### src/rtl/fbk_div_pkg.sv
package fbk_div_pkg;

  typedef enum logic [2:0] {
    TS_SHIFT  = 3'b000,
    TS_HIGH   = 3'b001,
    TS_REF    = 3'b010,
    TS_MCNT   = 3'b011,
    TS_MAIN   = 3'b100,
    TS_LOW    = 3'b101,
    TS_BYPASS = 3'b110,
    TS_MAINQ  = 3'b111
  } tsel_e;

endpackage

### src/rtl/fbk_mcount.sv
module fbk_mcount #(
  parameter int M_W = 9
) (
  input  logic           clk,
  input  logic           rst_n,
  input  logic           tick,
  input  logic [M_W-1:0] m_val,
  output logic [M_W-1:0] cnt_o,
  output logic           pulse_o
);
  logic [M_W-1:0] cnt_q, cnt_d;
  logic           small_m;

  assign small_m = (m_val <= M_W'(1));

  // next state: count down on tick, reload M-1 at terminal count
  always_comb begin
    cnt_d = cnt_q;
    if (tick) begin
      if (cnt_q == '0) begin
        cnt_d = small_m ? '0 : (m_val - M_W'(1));
      end else begin
        cnt_d = cnt_q - M_W'(1);
      end
    end
  end

  always_ff @(posedge clk or negedge rst_n) begin
    if (!rst_n) cnt_q <= '0;
    else        cnt_q <= cnt_d;
  end

  assign cnt_o   = cnt_q;
  assign pulse_o = (cnt_q == '0);
endmodule

### src/rtl/fbk_edge_div.sv
module fbk_edge_div #(
  parameter int CW = 3
) (
  input  logic          clk,
  input  logic          rst_n,
  input  logic          lvl,
  output logic          smp_o,
  output logic          rise_o,
  output logic [CW-1:0] cnt_o
);
  logic          q1_q, q2_q;
  logic [CW-1:0] cnt_q, cnt_d;
  logic          rise;

  assign rise = q1_q & ~q2_q;

  always_comb begin
    cnt_d = cnt_q;
    if (rise) cnt_d = cnt_q + CW'(1);
  end

  always_ff @(posedge clk or negedge rst_n) begin
    if (!rst_n) begin
      q1_q  <= 1'b0;
      q2_q  <= 1'b0;
      cnt_q <= '0;
    end else begin
      q1_q  <= lvl;
      q2_q  <= q1_q;
      cnt_q <= cnt_d;
    end
  end

  assign smp_o  = q1_q;
  assign rise_o = rise;
  assign cnt_o  = cnt_q;
endmodule

### src/rtl/fbk_pow2_pick.sv
module fbk_pow2_pick #(
  parameter int CW = 3,
  parameter int SW = 2
) (
  input  logic          base,
  input  logic [CW-1:0] cnt,
  input  logic [SW-1:0] sel,
  output logic          out
);
  localparam int NTAP = 1 << SW;
  logic [NTAP-1:0] taps;

  assign taps[0] = base;
  for (genvar k = 1; k < NTAP; k++) begin : g_tap
    if (k <= CW) begin : g_bit
      assign taps[k] = cnt[k-1];
    end else begin : g_pad
      assign taps[k] = cnt[CW-1];
    end
  end

  assign out = taps[sel];
endmodule

### src/rtl/fbk_test_mux.sv
module fbk_test_mux
  import fbk_div_pkg::*;
(
  input  logic  clk,
  input  logic  rst_n,
  input  tsel_e eff_t,
  input  logic  sr_bit,
  input  logic  ref_clk,
  input  logic  m_pulse,
  input  logic  main_div,
  input  logic  main_q,
  output logic  test_o
);
  logic pick_d, test_q;

  always_comb begin
    unique case (eff_t)
      TS_SHIFT:  pick_d = sr_bit;
      TS_HIGH:   pick_d = 1'b1;
      TS_REF:    pick_d = ref_clk;
      TS_MCNT:   pick_d = m_pulse;
      TS_MAIN:   pick_d = main_div;
      TS_LOW:    pick_d = 1'b0;
      TS_BYPASS: pick_d = m_pulse;
      TS_MAINQ:  pick_d = main_q;
      default:   pick_d = 1'b0;
    endcase
  end

  always_ff @(posedge clk or negedge rst_n) begin
    if (!rst_n) test_q <= 1'b0;
    else        test_q <= pick_d;
  end

  assign test_o = test_q;
endmodule

### src/rtl/fbk_div_tmux.sv
module fbk_div_tmux
  import fbk_div_pkg::*;
#(
  parameter int M_W      = 9,
  parameter int N_W      = 2,
  parameter int AUX_LOG2 = 2
) (
  input  logic           clk,
  input  logic           rst_n,
  input  logic           sclk,
  input  logic           ref_clk,
  input  logic           main_div,
  input  logic           sr_bit,
  input  logic           pload,
  input  logic [2:0]     tsel,
  input  logic [M_W-1:0] m_val,
  input  logic [N_W-1:0] n_sel,
  output logic           m_pulse,
  output logic           fout,
  output logic           test_out
);
  localparam int NCW = (1 << N_W) - 1;

  tsel_e          eff_t;
  logic           bypass;
  logic           mc_tick;
  logic [M_W-1:0] mc_cnt;
  logic           s_smp, s_rise, n_tap;
  logic [NCW-1:0] s_cnt;
  logic           a_smp, a_rise;
  logic [AUX_LOG2-1:0] a_cnt;

  // latch reset: low strobe forces the serial-stream code
  assign eff_t   = pload ? tsel_e'(tsel) : TS_SHIFT;
  assign bypass  = (eff_t == TS_BYPASS);
  assign mc_tick = bypass ? s_rise : 1'b1;

  fbk_mcount #(.M_W(M_W)) u_mcnt (
    .clk(clk), .rst_n(rst_n), .tick(mc_tick), .m_val(m_val),
    .cnt_o(mc_cnt), .pulse_o(m_pulse)
  );

  fbk_edge_div #(.CW(NCW)) u_sdiv (
    .clk(clk), .rst_n(rst_n), .lvl(sclk),
    .smp_o(s_smp), .rise_o(s_rise), .cnt_o(s_cnt)
  );

  fbk_pow2_pick #(.CW(NCW), .SW(N_W)) u_npick (
    .base(s_smp), .cnt(s_cnt), .sel(n_sel), .out(n_tap)
  );

  fbk_edge_div #(.CW(AUX_LOG2)) u_adiv (
    .clk(clk), .rst_n(rst_n), .lvl(main_div),
    .smp_o(a_smp), .rise_o(a_rise), .cnt_o(a_cnt)
  );

  fbk_test_mux u_tmux (
    .clk(clk), .rst_n(rst_n), .eff_t(eff_t), .sr_bit(sr_bit),
    .ref_clk(ref_clk), .m_pulse(m_pulse), .main_div(main_div),
    .main_q(a_cnt[AUX_LOG2-1]), .test_o(test_out)
  );

  assign fout = bypass ? n_tap : main_div;
endmodule

### config.mk
export PLATFORM = sky130hd
export DESIGN_NAME = fbk_div_tmux
export DESIGN_NICKNAME = d
export VERILOG_FILES = /design/src/rtl/fbk_div_pkg.sv /design/src/rtl/fbk_mcount.sv /design/src/rtl/fbk_edge_div.sv /design/src/rtl/fbk_pow2_pick.sv /design/src/rtl/fbk_test_mux.sv /design/src/rtl/fbk_div_tmux.sv
export SDC_FILE = /design/constraint.sdc
export NUM_CORES = 1
export LEC_CHECK = 0
export BUFFER_PORTS_ARGS = -buffer_cell sky130_fd_sc_hd__buf_2
export CORE_UTILIZATION = 25
export DETAILED_ROUTE_END_ITERATION = 12
export SYNTH_ARGS = -nofsm -noshare
export SYNTH_HDL_FRONTEND = slang
export SYNTH_SLANG_ARGS = --single-unit
### constraint.sdc
create_clock -name clk -period 3.3 [get_ports clk]
set_input_delay 0.495 -clock clk [delete_from_list [all_inputs] [get_ports clk]]
set_output_delay 0.495 -clock clk [all_outputs]
set_load 0.05 [all_outputs]
==> flow_metrics.py, run 1 <==
metrics = {
    "logic_synthesis": {
        "synth-edff-count": 0,
        "syn_inst": 124,
        "synth.net_count": 149,
        "synth_seq_cells": 19,
        "synth-async-reset-ratio_pct": 100,
        "yosysMostFrequentCell": "dfrtp_1",
        "ys_warn_count": 0,
        "syn_area_per_cell_um2": 9.69,
        "ys_top_cells_by_area": "dfrtp_1, ha_1, nor2_1",
        "synth_ff_type": "dfrtp_1",
        "yosys-top-cells-count": "dfrtp_1, nor2_1, nand2_1",
        "yosysTopAreaCellShare_pct": 39.6,
        "synth_cell_types": 45,
        "yosysSeqAreaShare_pct": 39.6,
        "syn_area_um2": 1200,
        "synth_top_area_cell": "dfrtp_1",
    },
    "global_route": {
        "grt_overflow": 0,
        "grt_pass1_wl_um": 4420,
        "grt_start_max_net_pins": 20,
        "antenna_found_initial": 0,
        "use_met3_pct": 1.27,
        "use_met1_pct": 15.9,
        "grt_pass1_vias": 997,
        "use_met2_pct": 16.7,
        "busiest_layer": "met2",
        "gr-usage-all-layers_pct": 11.1,
    },
    "die": {
        "dieArea_um2": 5090,
        "die-height_um": 71.3,
        "core_um2": 4470,
        "num_rows": 24,
        "pin_count": 24,
        "die_x_um": 71.3,
        "start_util_pct": 26.8,
    },
    "clock_network": {
        "htree_levels": 1,
        "cts_hold_buf": 0,
        "cts_sinks": 19,
        "clockBufferDepth": 2,
        "clkLatencyLatePin_ns": 0.26,
        "cts_tree": "yes",
        "clk_pin_slew_ns": 0.07,
        "postCtsSetupBuffers": 0,
        "cts_resized": 0,
        "numCtsBuffers": 3,
        "cts_root_buffer": "clkbuf_8",
    },
    "final_layout": {
        "drive_above_1_share_pct": 24.7,
        "final_util_pct": 31.8,
        "n_antenna_cell": 0,
        "syn_to_final_growth_pct": 18.4,
        "finalNetCount": 176,
        "finalInstanceArea_um2": 1420,
        "fill_cells": 453,
        "layout.cells.non_filler": 202,
    },
    "worst_setup_path": {
        "crit_buf_inv": 2,
        "crit_arrival_ns": 1.86,
        "critPathMaxFanout": 8,
        "rrSetupSlack_ns": 1.51,
        "crit_type": "register to output pin",
        "slowest_stage": "dfrtp_1",
        "critPathLaunchType": "register",
        "cp_cell_sequence": "nor3_4 > nand4_1 > inv_1 > buf_2",
        "cp-end-kind": "output pin",
        "critPathMaxStageDelay_ns": 0.46,
        "critPathRequiredTime_ns": 2.80,
        "path_delay_family": "simple AND/OR/NAND/NOR gates",
    },
    "drt": {
        "dr_total_vias": 1014,
        "drt-total-wl_um": 2510,
        "ant_nets": 0,
        "drt-wirelength-per-cell_um": 12.4,
        "drt_first_pass_iters": 8,
        "drt_iter0_drc": 38,
        "via_per_inst": 5.02,
        "drc_errors": 3,
    },
    "pwr": {
        "p_leak_nw": 0.586,
        "power_mw": 0.925,
        "max-vdd-ir-drop_mv": 0.174,
        "power_density_nw_per_um2": 650,
    },
    "timing": {
        "whs_ns": 0.163,
        "grt_setup_unrepaired": "false",
        "fin_tns_setup_ns": 0,
        "setup_viol": 0,
        "tightest_slew_ns": 0.457,
        "drv_slew": 0,
        "finalClockSkew_ns": 0.00149,
        "fin_crit_ns": 2.35,
        "setup_slack_ns": 0.949,
        "slew_headroom_pct": 69.5,
        "min_period_over_period_pct": 71.2,
        "final_hold_viol_count": 0,
        "fmax_mhz": 425,
    },
    "placed_design": {
        "dp_worst_setup_slack_ns": 1.25,
        "dp_hpwl_um": 1910,
        "placed_cells": 198,
        "gp_congestion": 0.857,
        "port_buffers": 23,
        "placed_area_um2": 1380,
    },
    "run": {
        "max_cap_viol_count": 0,
    },
    "outcome": {
        "status": "complete, but fails checks",
        "violations": "DRC",
    },
    "worst_hold_path": {
        "hold_path_class": "input pin to async pin",
    },
}
logic make-up (layout without fill, tap and decap cells):
| kind of cell | after synthesis | count (layout) | share of synthesized area [%] |
|---|---|---|---|
| DFF | 19 | 19 | 39.6 |
| and+or+nand+nor | 52 | 52 | 25.5 |
| AOI/OAI and AO/OA | 28 | 28 | 16.9 |
| xor gates and xnor gates | 8 | 8 | 5.83 |
| adders and majority gates | 4 | 4 | 4.17 |
| buffers and inverters | 8 | 34 | 2.60 |
| muxes | 5 | 5 | 5.42 |
path summary, 6_finish.rpt:
check | start | end | cells past startpoint
worst max-delay path | u_mcnt.cnt_o[2] | m_pulse | 4
worst min-delay path | rst_n | u_mcnt.cnt_o[4] | 1
worst max register to register | u_mcnt.cnt_o[0] | u_mcnt.cnt_o[6] | 6
worst min register to register | u_sdiv.smp_o | u_sdiv.q2_q | 0
max in group asynchronous | rst_n | u_sdiv.cnt_o[1] | 1
min in group clk | sclk | u_sdiv.smp_o | 1
state kept, by name (all words and copies together) (netlist names):
register       flops
u_adiv.q2_q        1
u_mcnt.cnt_o       9
u_sdiv.cnt_o       3
u_sdiv.q2_q        1
u_sdiv.smp_o       1
u_tmux.test_o      1
u_adiv.cnt_o       2
u_adiv.smp_o       1
report_power, final:
part | internal, mW | leakage [nW] | switching, mW
clock network | 0.0841 | 0.0255 | 0.0801
logic | 0.161 | 0.335 | 0.173
registers | 0.324 | 0.225 | 0.103
worst reg2reg max path, stage by stage (launching register included):
cell      delay [ns]
dfrtp_1         0.44
inv_1           0.08
ha_1            0.23
inv_1           0.09
nor4_1          0.29
nand4_1         0.20
o311ai_0        0.35
final cells by class:
type,count,area (µm²),area share [%]
Clock inverter,1,5.00,0.352
Timing Repair Buffer,23,115,8.09
Sequential cell,19,475,33.4
Clock buffer,3,41.3,2.90
Inverter,7,26.3,1.85
Tap cell,52,65.1,4.57
Multi-Input combinational cell,97,694,48.8
routing by layer:
layer	vias to the layer above	share of wire [%]
met2	29	39
met4	0	1.9
li1	526	-
met3	4	3.8
met1	455	56
met5	-	0
layout by cell type (no fill, tap or decap), drive strengths merged, types with 4 or more instances in the layout:
master,synthesis,routed
buf,1,23
dfrtp,19,19
nor2,12,12
nand2,9,9
inv,7,7
a21oi,6,6
nand4,5,5
xnor2,5,5
nand3,4,4
ha,4,4
o21ai,4,4
nor4,4,4
No activity file was read; power rests on OpenSTA's default activity.
==> run 2, diff against run 1 <==
==> constraint.sdc (replaced) <==
create_clock -name clk -period 2.41 [get_ports clk]
set_input_delay 0.3615 -clock clk [delete_from_list [all_inputs] [get_ports clk]]
set_output_delay 0.3615 -clock clk [all_outputs]
set_load 0.05 [all_outputs]
==> run 2 against run 1 <==
The flow still finishes with violations (DRC). Via count is 6.4% higher. Final cell count is 0.99% higher. Design area increased by 1.1%. Non-clock buffer count up 2. Setup slack got worse by 0.71 ns.
==> flow_metrics.py, run 2 (synthesized netlist as in run 1, its figures left out) <==
metrics = {
    "worst_setup_path": {
        "cp-end-kind": "output pin",
        "rrSetupSlack_ns": 0.58,
        "rr_startpoint": "u_mcnt.cnt_o[0]",
        "crit_type": "register to output pin",
        "critPathMaxFanout": 6,
        "critPathRequiredTime_ns": 2.05,
        "rr_worst_depth": 6,
        "critPathLaunchType": "register",
        "regToRegEndpoint": "u_mcnt.cnt_o[6]",
        "setup.worst_path.start": "u_mcnt.cnt_o[0]",
        "crit_arrival_ns": 1.81,
    },
    "global_route": {
        "grt_start_max_net_pins": 20,
        "grt_overflow": 0,
        "gr-usage-all-layers_pct": 11.7,
        "antenna_found_initial": 0,
        "grt_pass1_wl_um": 4710,
        "grt_pass1_vias": 1074,
    },
    "drt": {
        "dr_wl_met3_um": 170,
        "ant_nets": 0,
        "wl_met2_um": 1110,
        "met1Wirelength_um": 1350,
        "drt_iter0_drc": 65,
        "drt_first_pass_iters": 8,
        "dr_total_vias": 1079,
        "drc_errors": 3,
        "drt-total-wl_um": 2680,
        "dr.max_layer_used": "met4",
        "via_per_inst": 5.29,
        "drt-wirelength-per-cell_um": 13.1,
    },
    "die": {
        "dieArea_um2": 5090,
        "core_um2": 4470,
        "pin_count": 24,
        "num_rows": 24,
        "start_util_pct": 26.8,
        "die_x_um": 71.3,
        "die-height_um": 71.3,
    },
    "placed_design": {
        "dp_worst_setup_slack_ns": 0.546,
        "dp_hpwl_um": 2050,
        "port_buffers": 23,
        "gp_congestion": 0.914,
        "placed_area_um2": 1390,
        "placed_cells": 200,
    },
    "final_layout": {
        "final_cell_mix": "buf_2, dfrtp_1, nor2_1, nand2_1, inv_1",
        "finalInstanceArea_um2": 1440,
        "n_antenna_cell": 0,
        "largest_reg_flops": 9,
        "final_util_pct": 32.1,
        "syn_to_final_growth_pct": 19.7,
        "drive_above_1_share_pct": 25.7,
        "finalNetCount": 178,
        "mostFrequentLayoutCell": "buf_2",
        "layout.cells.non_filler": 204,
        "fill_cells": 481,
    },
    "timing": {
        "finalClockSkew_ns": 0.00474,
        "fin_crit_ns": 2.17,
        "drv_slew": 0,
        "fmax_mhz": 461,
        "tightest_slew_ns": 0.489,
        "setup_viol": 0,
        "setup_slack_ns": 0.242,
        "final_hold_viol_count": 0,
        "slew_headroom_pct": 67.3,
        "fin_tns_setup_ns": 0,
        "grt_setup_unrepaired": "false",
        "whs_ns": 0.0323,
        "min_period_over_period_pct": 90.0,
    },
    "pwr": {
        "p_leak_nw": 0.596,
        "p_comb_share_pct": 37.8,
        "power_density_nw_per_um2": 912,
        "clkPwrFrac_pct": 16.9,
        "internal_power_mw": 0.801,
        "power_mw": 1.31,
        "swShare_pct": 38.9,
        "seqPwrFrac_pct": 45.3,
        "max-vdd-ir-drop_mv": 0.268,
        "p_sw_mw": 0.510,
    },
    "clock_network": {
        "clockBufferDepth": 2,
        "numCtsBuffers": 3,
        "cts_resized": 0,
        "cts_sinks": 19,
        "clkLatencyLatePin_ns": 0.26,
        "cts_tree": "yes",
        "cts_root_buffer": "clkbuf_8",
        "htree_levels": 1,
        "clk_pin_slew_ns": 0.07,
        "cts_hold_buf": 0,
        "postCtsSetupBuffers": 0,
    },
    "run": {
        "max_cap_viol_count": 0,
    },
    "outcome": {
        "violations": "DRC",
        "status": "complete, but fails checks",
    },
    "worst_hold_path": {
        "hold_path_class": "input pin to async pin",
    },
}
[run 2: cell count changes in the layout (fill, tap and decap cells not counted), sizes merged]
| cell | previous run | this run |
|---|---|---|
| buf | 23 | 25 |
[run 2: how the worst max path moves through the flow]
stage | to | cells past startpoint
after floorplan | u_mcnt.cnt_o[0] | 5
after global placement | m_pulse | 5
after detailed placement | u_mcnt.cnt_o[8] | 7
after CTS | m_pulse | 5
after global routing | m_pulse | 5
final | m_pulse | 5
[run 2: power by group through the flow]
stage | registers (mW) | logic, mW | clock network [mW]
2_1_floorplan | 0.564 | 0.353 | 0
3_3_place_gp | 0.593 | 0.491 | 0
3_5_place_dp | 0.596 | 0.490 | 0
4_1_cts | 0.592 | 0.497 | 0.227
5_1_grt | 0.618 | 0.561 | 0.242
6_report | 0.594 | 0.495 | 0.222
[run 2: final cells by class]
cell class                 instances  area (µm²)  share of cell area (%)
multi-input combinational         97         694                    48.3
sequential                        19         475                    33.1
timing repair buffer              25         130                    9.05
tap                               52        65.1                    4.53
clock buffer                       3        41.3                    2.87
inverter                           7        26.3                    1.83
clock inverter                     1        5.00                   0.348
[run 2: worst max-delay path: stages, from the launching register on]
cell and delay [ns]:
dfrtp_1 0.44, inv_1 0.08, ha_1 0.25, nand4_1 0.24, inv_1 0.24, buf_2 0.30
[run 2: layer usage]
metal,track usage (%),up-vias
met3,1.97,5
met4,6.00,0
met1,15.9,501
li1,-,528
met2,17.8,45
met5,0,-
==> run 3, diff against run 2 <==
--- a/config.mk
+++ b/config.mk
@@ -5,7 +5,8 @@
 export SDC_FILE = /design/constraint.sdc
 export NUM_CORES = 1
 export LEC_CHECK = 0
-export BUFFER_PORTS_ARGS = -buffer_cell sky130_fd_sc_hd__buf_2
+export ABC_CLOCK_PERIOD_IN_PS = 2410
+export BUFFER_PORTS_ARGS = -buffer_cell sky130_fd_sc_hd__clkbuf_2
 export CORE_UTILIZATION = 25
 export DETAILED_ROUTE_END_ITERATION = 12
 export SYNTH_ARGS = -nofsm -noshare
==> run 3 against run 2 <==
The run still ends with DRC left. Die area unchanged. Clock-buffer cell count unchanged. Design area decreased by 0.52%. Via count decreased by 3.1%. Combinational power decreased by 4.0%. Highest routed layer unchanged.
==> flow_metrics.py, run 3 (synthesized netlist as in run 1, its figures left out) <==
metrics = {
    "outcome": {
        "status": "complete, but fails checks",
        "violations": "DRC",
    },
    "placed_design": {
        "gp_congestion": 0.936,
        "port_buffers": 23,
        "dp_hpwl_um": 2010,
        "placed_area_um2": 1380,
    },
    "timing": {
        "fmax_mhz": 450,
        "slew_headroom_pct": 65.9,
        "grt_setup_unrepaired": "false",
        "fin_tns_setup_ns": 0,
        "setup_viol": 0,
        "finalClockSkew_ns": 0.00430,
        "final_hold_viol_count": 0,
        "tightest_slew_ns": 0.510,
        "min_period_over_period_pct": 92.2,
        "drv_slew": 0,
        "fin_crit_ns": 2.22,
    },
    "global_route": {
        "grt_pass1_wl_um": 4490,
        "antenna_found_initial": 0,
        "grt_overflow": 0,
        "gr-usage-all-layers_pct": 11.2,
        "grt_pass1_vias": 944,
        "grt_start_max_net_pins": 20,
    },
    "clock_network": {
        "cts_root_buffer": "clkbuf_8",
        "htree_levels": 1,
        "clockBufferDepth": 2,
        "clk_pin_slew_ns": 0.08,
        "cts_sinks": 19,
        "cts_tree": "yes",
        "numCtsBuffers": 3,
        "cts_hold_buf": 0,
        "clkLatencyLatePin_ns": 0.25,
        "cts_resized": 0,
        "postCtsSetupBuffers": 0,
    },
    "pwr": {
        "power_density_nw_per_um2": 901,
        "p_leak_nw": 0.595,
        "max-vdd-ir-drop_mv": 0.264,
        "power_mw": 1.29,
    },
    "die": {
        "dieArea_um2": 5090,
        "start_util_pct": 26.8,
        "die-height_um": 71.3,
        "pin_count": 24,
        "num_rows": 24,
        "core_um2": 4470,
        "die_x_um": 71.3,
    },
    "drt": {
        "drt-total-wl_um": 2580,
        "drt_iter0_drc": 76,
        "drt_first_pass_iters": 8,
        "via_per_inst": 5.15,
        "drc_errors": 3,
        "dr_total_vias": 1046,
        "drt-wirelength-per-cell_um": 12.7,
        "ant_nets": 0,
    },
    "worst_setup_path": {
        "critPathLaunchType": "register",
        "cp-end-kind": "output pin",
        "crit_arrival_ns": 1.86,
        "critPathMaxFanout": 8,
        "crit_type": "register to output pin",
        "rr_worst_depth": 6,
        "critPathRequiredTime_ns": 2.05,
        "regToRegEndpoint": "u_mcnt.cnt_o[6]",
        "rr_startpoint": "u_mcnt.cnt_o[0]",
        "rrSetupSlack_ns": 0.59,
    },
    "final_layout": {
        "largest_reg_flops": 9,
        "n_antenna_cell": 0,
        "finalInstanceArea_um2": 1430,
        "drive_above_1_share_pct": 25.2,
        "syn_to_final_growth_pct": 19.1,
        "mostFrequentLayoutCell": "clkbuf_2",
        "finalNetCount": 177,
        "final_cell_mix": "clkbuf_2, dfrtp_1, nor2_1, nand2_1, inv_1",
        "final_util_pct": 32.0,
    },
    "run": {
        "max_cap_viol_count": 0,
    },
    "worst_hold_path": {
        "hold_path_class": "input pin to async pin",
    },
}
==> run 3: cell types whose count changed in the layout (fill, tap and decap cells not counted), sizes merged <==
cell    delta
buf       -24
clkbuf    +23
==> run 3: worst max path at each step <==
| stage | to | cells past startpoint | startpoint |
|---|---|---|---|
| global route | m_pulse | 4 | u_mcnt.cnt_o[2] |
| detailed placement | m_pulse | 4 | u_mcnt.cnt_o[2] |
| global placement | u_mcnt.cnt_o[8] | 7 | m_val[1] |
| CTS | m_pulse | 4 | u_mcnt.cnt_o[2] |
| finish | m_pulse | 4 | u_mcnt.cnt_o[2] |
| floorplan | u_mcnt.cnt_o[0] | 5 | u_mcnt.cnt_o[2] |
==> run 3: routing by layer <==
layer	vias to the layer above	GRT usage, %	routed length (µm)
met5	-	0	0
met4	0	4.22	25
met3	2	2.11	191
met2	48	15.2	1030
met1	469	17.3	1330
li1	527	-	-
==> run 3: area by class of cell <==
| class | count | area, µm² |
|---|---|---|
| clock buffer | 3 | 41.3 |
| clock inverter | 1 | 5.00 |
| fill | 464 | 3040 |
| inverter | 7 | 26.3 |
| multi-input combinational | 97 | 694 |
| sequential | 19 | 475 |
| tap | 52 | 65.1 |
| timing repair buffer | 24 | 123 |
==> run 3: report_power, final <==
group          switching, mW  internal [mW]
Clock                  0.108          0.115
Sequential             0.146          0.444
Combinational          0.246          0.229
Total                  0.500          0.788
==> run 3: through the flow <==
stage	setup slack [ns]	hold WS [ns]	cells
detailed placement	0.506	0.348	199
CTS	0.222	0.0682	203
floorplan	0.592	0.0659	124
finish	0.188	0.0486	203
global placement	0.532	0.351	199
global route	0.0711	0.0809	203
==> run 3: worst max-delay path, cell delays in order (launching register included) <==
cell and delay (ns):
dfrtp_1 0.46, nor3_4 0.36, nand4_1 0.26, inv_1 0.22, clkbuf_2 0.31
